### src/rtl/txd_dom_guard_pkg.sv
package txd_dom_guard_pkg;

  typedef enum logic [0:0] {
    GS_ACTIVE = 1'b0,
    GS_LOCKED = 1'b1
  } guard_state_t;

  // saturating increment for a count of up to 16 bits
  function automatic logic [15:0] sat_inc(input logic [15:0] cur, input logic [15:0] lim);
    sat_inc = (cur >= lim) ? lim : cur + 16'd1;
  endfunction

  // a tick that arrives with the count already at its limit ends the window
  function automatic logic window_done(input logic strobe, input logic [15:0] cur,
                                       input logic [15:0] lim);
    window_done = strobe && (cur == lim);
  endfunction

  // the driver only pulls the bus when enabled, data low and not locked
  function automatic logic drive_level(input logic en, input logic data, input guard_state_t st);
    drive_level = en && !data && (st == GS_ACTIVE);
  endfunction

endpackage

### src/rtl/txd_tick_window.sv
module txd_tick_window #(
  parameter int LIMIT = 10
) (
  input  logic clk,
  input  logic rst_n,
  input  logic arm,
  input  logic tick,
  output logic done
);
  import txd_dom_guard_pkg::*;

  localparam int W = (LIMIT < 2) ? 1 : $clog2(LIMIT + 1);

  logic [W-1:0]  cnt_q;
  logic [15:0]   cnt_ext;
  logic [15:0]   lim_ext;
  logic [15:0]   nxt_ext;

  assign cnt_ext = 16'(cnt_q);
  assign lim_ext = 16'(LIMIT);
  assign nxt_ext = sat_inc(cnt_ext, lim_ext);
  assign done    = arm && window_done(tick, cnt_ext, lim_ext);

  always_ff @(posedge clk or negedge rst_n) begin
    if (!rst_n) begin
      cnt_q <= '0;
    end else if (!arm) begin
      cnt_q <= '0;
    end else if (tick) begin
      cnt_q <= nxt_ext[W-1:0];
    end
  end

endmodule

### src/rtl/txd_guard_fsm.sv
module txd_guard_fsm (
  input  logic clk,
  input  logic rst_n,
  input  logic trip,
  input  logic release_ok,
  input  logic txd,
  input  logic tx_en,
  output logic locked,
  output logic drv_on
);
  import txd_dom_guard_pkg::*;

  guard_state_t st_q, st_d;

  always_comb begin
    st_d = st_q;
    unique case (st_q)
      GS_ACTIVE: if (trip)       st_d = GS_LOCKED;
      GS_LOCKED: if (release_ok) st_d = GS_ACTIVE;
      default:                   st_d = GS_ACTIVE;
    endcase
  end

  always_ff @(posedge clk or negedge rst_n) begin
    if (!rst_n) begin
      st_q   <= GS_ACTIVE;
      drv_on <= 1'b0;
    end else begin
      st_q   <= st_d;
      drv_on <= drive_level(tx_en, txd, st_d);
    end
  end

  assign locked = (st_q == GS_LOCKED);

endmodule

### src/rtl/txd_rx_mirror.sv
module txd_rx_mirror (
  input  logic clk,
  input  logic rst_n,
  input  logic bus_sense,
  output logic rxd
);
  always_ff @(posedge clk or negedge rst_n) begin
    if (!rst_n) rxd <= 1'b1;
    else        rxd <= bus_sense;
  end
endmodule

### src/rtl/txd_dom_guard.sv
module txd_dom_guard #(
  parameter int DOM_TICKS = 27000,
  parameter int REL_TICKS = 10
) (
  input  logic clk,
  input  logic rst_n,
  input  logic txd_i,
  input  logic tx_en_i,
  input  logic bus_sense_i,
  input  logic tick_i,
  output logic drv_on_o,
  output logic rxd_o,
  output logic timeout_o
);

  logic locked_w;
  logic dom_arm_w;
  logic rel_arm_w;
  logic trip_w;
  logic release_w;

  // dominant window runs only while enabled, low and unlocked
  assign dom_arm_w = tx_en_i && !txd_i && !locked_w;
  // release window runs only while locked with data high
  assign rel_arm_w = locked_w && txd_i;

  txd_tick_window #(.LIMIT(DOM_TICKS)) dom_win_i (
    .clk(clk), .rst_n(rst_n), .arm(dom_arm_w), .tick(tick_i), .done(trip_w)
  );

  txd_tick_window #(.LIMIT(REL_TICKS)) rel_win_i (
    .clk(clk), .rst_n(rst_n), .arm(rel_arm_w), .tick(tick_i), .done(release_w)
  );

  txd_guard_fsm fsm_i (
    .clk(clk), .rst_n(rst_n), .trip(trip_w), .release_ok(release_w),
    .txd(txd_i), .tx_en(tx_en_i), .locked(locked_w), .drv_on(drv_on_o)
  );

  txd_rx_mirror rx_i (
    .clk(clk), .rst_n(rst_n), .bus_sense(bus_sense_i), .rxd(rxd_o)
  );

  assign timeout_o = locked_w;

endmodule

### config.mk
export PLATFORM = sky130hd
export DESIGN_NAME = txd_dom_guard
export DESIGN_NICKNAME = d
export VERILOG_FILES = /design/src/rtl/txd_dom_guard_pkg.sv /design/src/rtl/txd_tick_window.sv /design/src/rtl/txd_guard_fsm.sv /design/src/rtl/txd_rx_mirror.sv /design/src/rtl/txd_dom_guard.sv
export SDC_FILE = /design/constraint.sdc
export NUM_CORES = 1
export LEC_CHECK = 0
export CAP_MARGIN = 15
export CORE_MARGIN = 2
export CORE_UTILIZATION = 59
export CTS_CLUSTER_SIZE = 24
export DETAILED_ROUTE_END_ITERATION = 10
export GPL_TIMING_DRIVEN = 0
export PLACE_DENSITY = 0.8
export SYNTH_ARGS = -nofsm -noshare
export SYNTH_HDL_FRONTEND = slang
export SYNTH_SLANG_ARGS = --single-unit
### constraint.sdc
create_clock -name clk -period 3.5 [get_ports clk]
set_input_delay 1.05 -clock clk [delete_from_list [all_inputs] [get_ports clk]]
set_output_delay 1.05 -clock clk [all_outputs]
set_load 0.01 [all_outputs]
## Word level (Yosys, flattened, before mapping)

Cells that the tools add are included.
W data, S select, Z words.

| storage, ports and cells | value |
|---|---|
| register bits | 22 |
| output and inout bits | 3 |
| logic and storage cells | 34 |

| operators by class | value |
|---|---|
| $add $sub $neg | 2 |
| order comparisons | 2 |
| eq/ne operators | 4 |
| muxes and demuxes | 9 |
| bitwise gates (word level) | 2 |
| reduce and logical (&&, ||, !) cells | 10 |

Operators with widths:

| cell | count |
|---|---|
| $mux W15 | 3 |
| $add A15 B1 Y15 const B | 1 |
| $eq A15 B15 Y1 const B | 1 |
| $ge A15 B15 Y1 const B | 1 |
| $mux W4 | 3 |
| $logic_and A1 B1 Y1 | 8 |
| $add A4 B1 Y4 const B | 1 |
| $eq A4 B4 Y1 const B | 1 |
| $ge A4 B4 Y1 const B | 1 |
| $ne A2 B2 Y1 const B | 2 |
| $logic_not A1 Y1 | 2 |
| $mux W1 | 2 |
| $not A1 Y1 | 2 |
| $pmux W1 S2 | 1 |

## Depth between registers and ports, before layout

| logic depth | value |
|---|---|
| depth after elaboration | 8 |
| gate-level depth with buffers | 6 |
| gate-level depth less buffers | 6 |

## Cells and area by module

Synthesis repeated with hierarchy kept, for this count alone.

| second synthesis, totals | value |
|---|---|
| cells, all modules | 153 |
| area total of the unflattened synthesis | 1,403.8 µm² |

By module, submodules not included:

| module | instances | cells an instance | area each (µm²) |
|---|---|---|---|
| txd_tick_window at dom_win_i | 1 | 120 | 1,031.0 |
| txd_tick_window at rel_win_i | 1 | 23 | 247.7 |
| txd_guard_fsm | 1 | 7 | 80.1 |
| txd_rx_mirror | 1 | 1 | 26.3 |
| txd_dom_guard | 1 | 2 | 18.8 |

## Worst setup path after synthesis

OpenSTA, ideal clock, no wires.

| path | value |
|---|---|
| kind | input port to flip-flop |
| from | in txd_i |
| to | reg fsm_i.drv_on |
| setup time | 0.132 ns |
| arrival time | 1.938 ns |
| data required time | 3.368 ns |
| setup slack | 1.430 ns |
| cell stages on the path | 4 |
| path buffers | 0 |
| cell sequence | nand2b_1 > or2_2 > o41ai_1 > nor2_1 |

| between the ends | value |
|---|---|
| word-level cells in the longest chain between the ends | 8 |
| elaborated cells on any way between the ends | 11 |

Ends and longest elaborated chain:

| element | RTL line | RTL |
|---|---|---|
| start, declared | txd_dom_guard.sv:7 | `input logic txd_i,` |
| $logic_not A1 Y1 | txd_dom_guard.sv:23 | `assign dom_arm_w = tx_en_i && !txd_i && !locked_w;` |
| $logic_and A1 B1 Y1 (2 in a row) | txd_dom_guard.sv:23 |  |
| $logic_and A1 B1 Y1 | txd_tick_window.sv:22 | `assign done = arm && window_done(tick, cnt_ext, lim_ext);` |
| $mux W1 | txd_guard_fsm.sv:18 | `GS_ACTIVE: if (trip) st_d = GS_LOCKED;` |
| $pmux W1 S2 (*) | txd_guard_fsm.sv:17 | `unique case (st_q)` |
| via fsm_i.st_d | txd_guard_fsm.sv:13 | `guard_state_t st_q, st_d;` |
| $not A1 Y1 (*) | txd_dom_guard_pkg.sv:21 | `drive_level = en && !data && (st == GS_ACTIVE);` |
| $logic_and A1 B1 Y1 (*) | txd_dom_guard_pkg.sv:21 |  |
| end signal, assigned | txd_guard_fsm.sv:30 | `drv_on <= drive_level(tx_en, txd, st_d);` |
| end, declared | txd_guard_fsm.sv:9 | `output logic drv_on` |

The timed path passes the listed nets; every way through them passes the cells marked *.
A chain may end at the register's enable or synchronous reset.

## Worst setup path in the final report

| path | value |
|---|---|
| from | reg rx_i.rxd |
| to | out rxd_o |

RTL lines:

| element | RTL line | RTL |
|---|---|---|
| start, declared | txd_rx_mirror.sv:5 | `output logic rxd` |
| start signal, assigned | txd_rx_mirror.sv:9 | `else rxd <= bus_sense;` |
| end, declared | txd_dom_guard.sv:12 | `output logic rxd_o,` |

No word-level cell between the ends.

==> run_results.csv <==
group,metric,value,unit
outcome,status,"complete, no violations",
synthesis,synth_commonest_cells,"dfrtp_1, nand2_1, nor2_1",
cts,clk_pin_slew,0.13,ns
cts,numCtsBuffers,3,
global_routing,grt_overflow,0,
die,die_y,51.01,um
synthesis,yosysWarningCount,0,
synthesis,yosysSeqAreaShare,42.32,%
synthesis,ys_ff_latch,22,
routing,drt_first_pass_iters,4,
cells_and_area,layout-drive-gt1-share,7.595,%
global_routing,grt_usage,27.43,%
worst_setup_path,endpoint_kind,"primary output",
die,die_w,51.01,um
synthesis,synth_cell_types,40,
synthesis,syn-num-nets,156,
power_and_ir_drop,power,486.8,uW
cts,cts_tree,"built",
cts,root_buffer,"clkbuf_4",
synthesis,synth_top_area_share,40.31,%
cells_and_area,area_delta_synth_final,12.86,%
sta,slew-limit-headroom,34.52,%
routing,via_count,1223,
die,std_cell_rows,17,
cts,clock_sinks,22,
synthesis,synth_area,1304,um2
power_and_ir_drop,p_per_area,330.8,nW/um2
worst_setup_path,crit_family,"flip-flops",
cts,cts_setup_buffers,0,
worst_setup_path,cp_slowest_cell,"dfstp_2",
synthesis,syn_avg_cell_area,8.930,um2
cts,cts_buffer_depth,2,
placed_design,gp_congestion,1.001,
sta,finalSetupViolations,0,
routing,drt_iter0_markers,67,
worst_setup_path,path_buf_inv,1,
sta,setup_tns,0,ns
routing,ant_nets,0,
power_and_ir_drop,power.net_switching,102.6,uW
power_and_ir_drop,peakVddDrop,243.5,uV
power_and_ir_drop,switching_share,21.08,%
cells_and_area,antenna_cells,0,
placed_design,dp.cells,182,
cts,cts_resized,0,
sta,fin_skew,0.007802,ns
cells_and_area,final_util,68.49,%
hold_path,min_path_type,"register to register",
hold_path,worstHoldPathCells,2,
die,dieArea,2602,um2
die,ios,9,
routing,vias_per_cell,6.575,
synthesis,synthArstFlopShare,100.0,%
die,initial_core_util,60.69,%
worst_setup_path,crit_chain,"clkdlybuf4s50_1",
placed_design,port-buffer-count,8,
die,core,2148,um2
worst_setup_path,crit_fanout,1,
synthesis,synth.area.top_cells,"dfrtp_1, nand2_1, ha_1",
worst_setup_path,worstSetupStartpointType,"register",
run,max-cap-violations,0,
sta,worst_pin_slew,0.9792,ns
worst_setup_path,crit_type,"register to primary output",
synthesis,synth-edff-count,0,
routing,wl_per_cell,16.25,um
worst_setup_path,cp.required,2.45,ns
sta,drv_slew,0,
global_routing,grt_pass1_vias,1115,
placed_design,dp_hpwl,2144,um
sta,period_share,69.24,%
cts,cts_max_level,1,
power_and_ir_drop,internal_power,384.2,uW
sta,fin_crit,2.423,ns
global_routing,grt_pass1_wl,5306,um
global_routing,grt_max_degree,23,
cells_and_area,nets,169,
sta,rsz0062_at_grt,"no",
cells_and_area,fin_cells,186,
power_and_ir_drop,leakage,0.5442,nW
global_routing,antenna_found_initial,0,
cts,clkLatencyLatePin,0.31,ns
cts,hold_buffers,0,
worst_setup_path,r2r_cells,5,
synthesis,ys.flop_type,"dfrtp_1",
power_and_ir_drop,p_seq_share,52.9,%
worst_setup_path,cpPeakStageDelay,0.54,ns
worst_setup_path,cp.arrival,1.37,ns
synthesis,netlist_instances,146,
worst_setup_path,worst-path-stages,1,
synthesis,synth_most_common_cell,"dfrtp_1",
routing,remaining_drc_errors,0,
synthesis,synth_top_area_cell,"dfrtp_1",
power_and_ir_drop,clkPwrFrac,40.4,%
sta,fmax,0.4126,GHz
sta,finalHoldViolCount,0,
routing,route.final.wire_length,3023,um
power_and_ir_drop,combPwrFrac,6.7,%
placed cells by master (no fill, tap or decap), types with 2 or more instances in the layout:
master	instances
nand4_1	6
dfrtp_1	21
or4_1	2
or3_1	3
a41oi_1	3
a31oi_1	7
nor4_1	7
nand4b_1	3
nor2_1	10
a21oi_1	6
nand3_1	5
buf_2	2
nand3b_1	2
clkbuf_1	5
nor3_1	6
ha_1	4
clkdlybuf4s50_1	8
a211oi_1	3
nand2_1	16
clkbuf_4	3
o21a_1	3
o21ai_0	7
nor2b_1	2
inv_1	5
layout make-up:
class                      instances  area, um2
multi-input combinational        111      693.2
fill                             166      676.9
sequential                        22      551.8
timing repair buffer               8      80.08
buffer                             8      40.04
tap                               28      35.03
clock inverter                     1      30.03
clock buffer                       3      22.52
inverter                           5      18.77
path summary, 6_finish.rpt:
path                                                 startpoint                              end  slack (ns)
worst min-delay path            dom_win_i.cnt_q[14]$_DFFE_PN0P_  dom_win_i.cnt_q[14]$_DFFE_PN0P_        0.57
max in group asynchronous                                 rst_n  dom_win_i.cnt_q[13]$_DFFE_PN0P_        1.65
min in group asynchronous                                 rst_n           fsm_i.drv_on$_DFF_PN0_        1.26
worst max register to register   dom_win_i.cnt_q[6]$_DFFE_PN0P_  dom_win_i.cnt_q[13]$_DFFE_PN0P_        1.62
worst max-delay path                         rx_i.rxd$_DFF_PN1_                            rxd_o        1.08
worst min register to register  dom_win_i.cnt_q[14]$_DFFE_PN0P_  dom_win_i.cnt_q[14]$_DFFE_PN0P_        0.57
state kept, by name, indices dropped and copies added (netlist names):
signal           cells
rel_win_i.cnt_q      4
fsm_i.locked         1
rx_i.rxd             1
dom_win_i.cnt_q     15
fsm_i.drv_on         1
kinds of logic after synthesis:
logic type               synth area share (%)
AO/OA/AOI/OAI                           18.33
XOR/XNOR                               0.6719
adder cells (fa/ha/maj)                 3.839
buffers and inverters                   4.511
flip-flops                              42.32
AND/OR/NAND/NOR                         30.33
power by group through the flow:
stage | logic [mW] | registers, mW | clock network (mW)
final | 0.0327 | 0.258 | 0.197
after global routing | 0.0373 | 0.258 | 0.206
after CTS | 0.0329 | 0.258 | 0.199
after detailed placement | 0.0327 | 0.262 | 0
after global placement | 0.0322 | 0.262 | 0
after floorplan | 0.0132 | 0.263 | 0
metal layers:
metal	vias to the layer above	track usage (%)	share of wire, %
met5	-	0	0
met4	0	12.16	1.9
met3	4	3.509	6.5
met2	44	43.29	46
met1	590	37.71	45
li1	585	-	-
metrics by stage:
| stage | instance area [um2] | hold slack [ns] | worst slack, ns |
|---|---|---|---|
| floorplan | 1304 | 0.4861 | 1.430 |
| global placement | 1419 | 0.5168 | 0.8446 |
| detailed placement | 1419 | 0.5340 | 0.8319 |
| CTS | 1471 | 0.5623 | 1.068 |
| global route | 1471 | 0.5849 | 1.003 |
| finish | 1471 | 0.5658 | 1.077 |
Note: power is estimated with default switching activity, not from simulation.
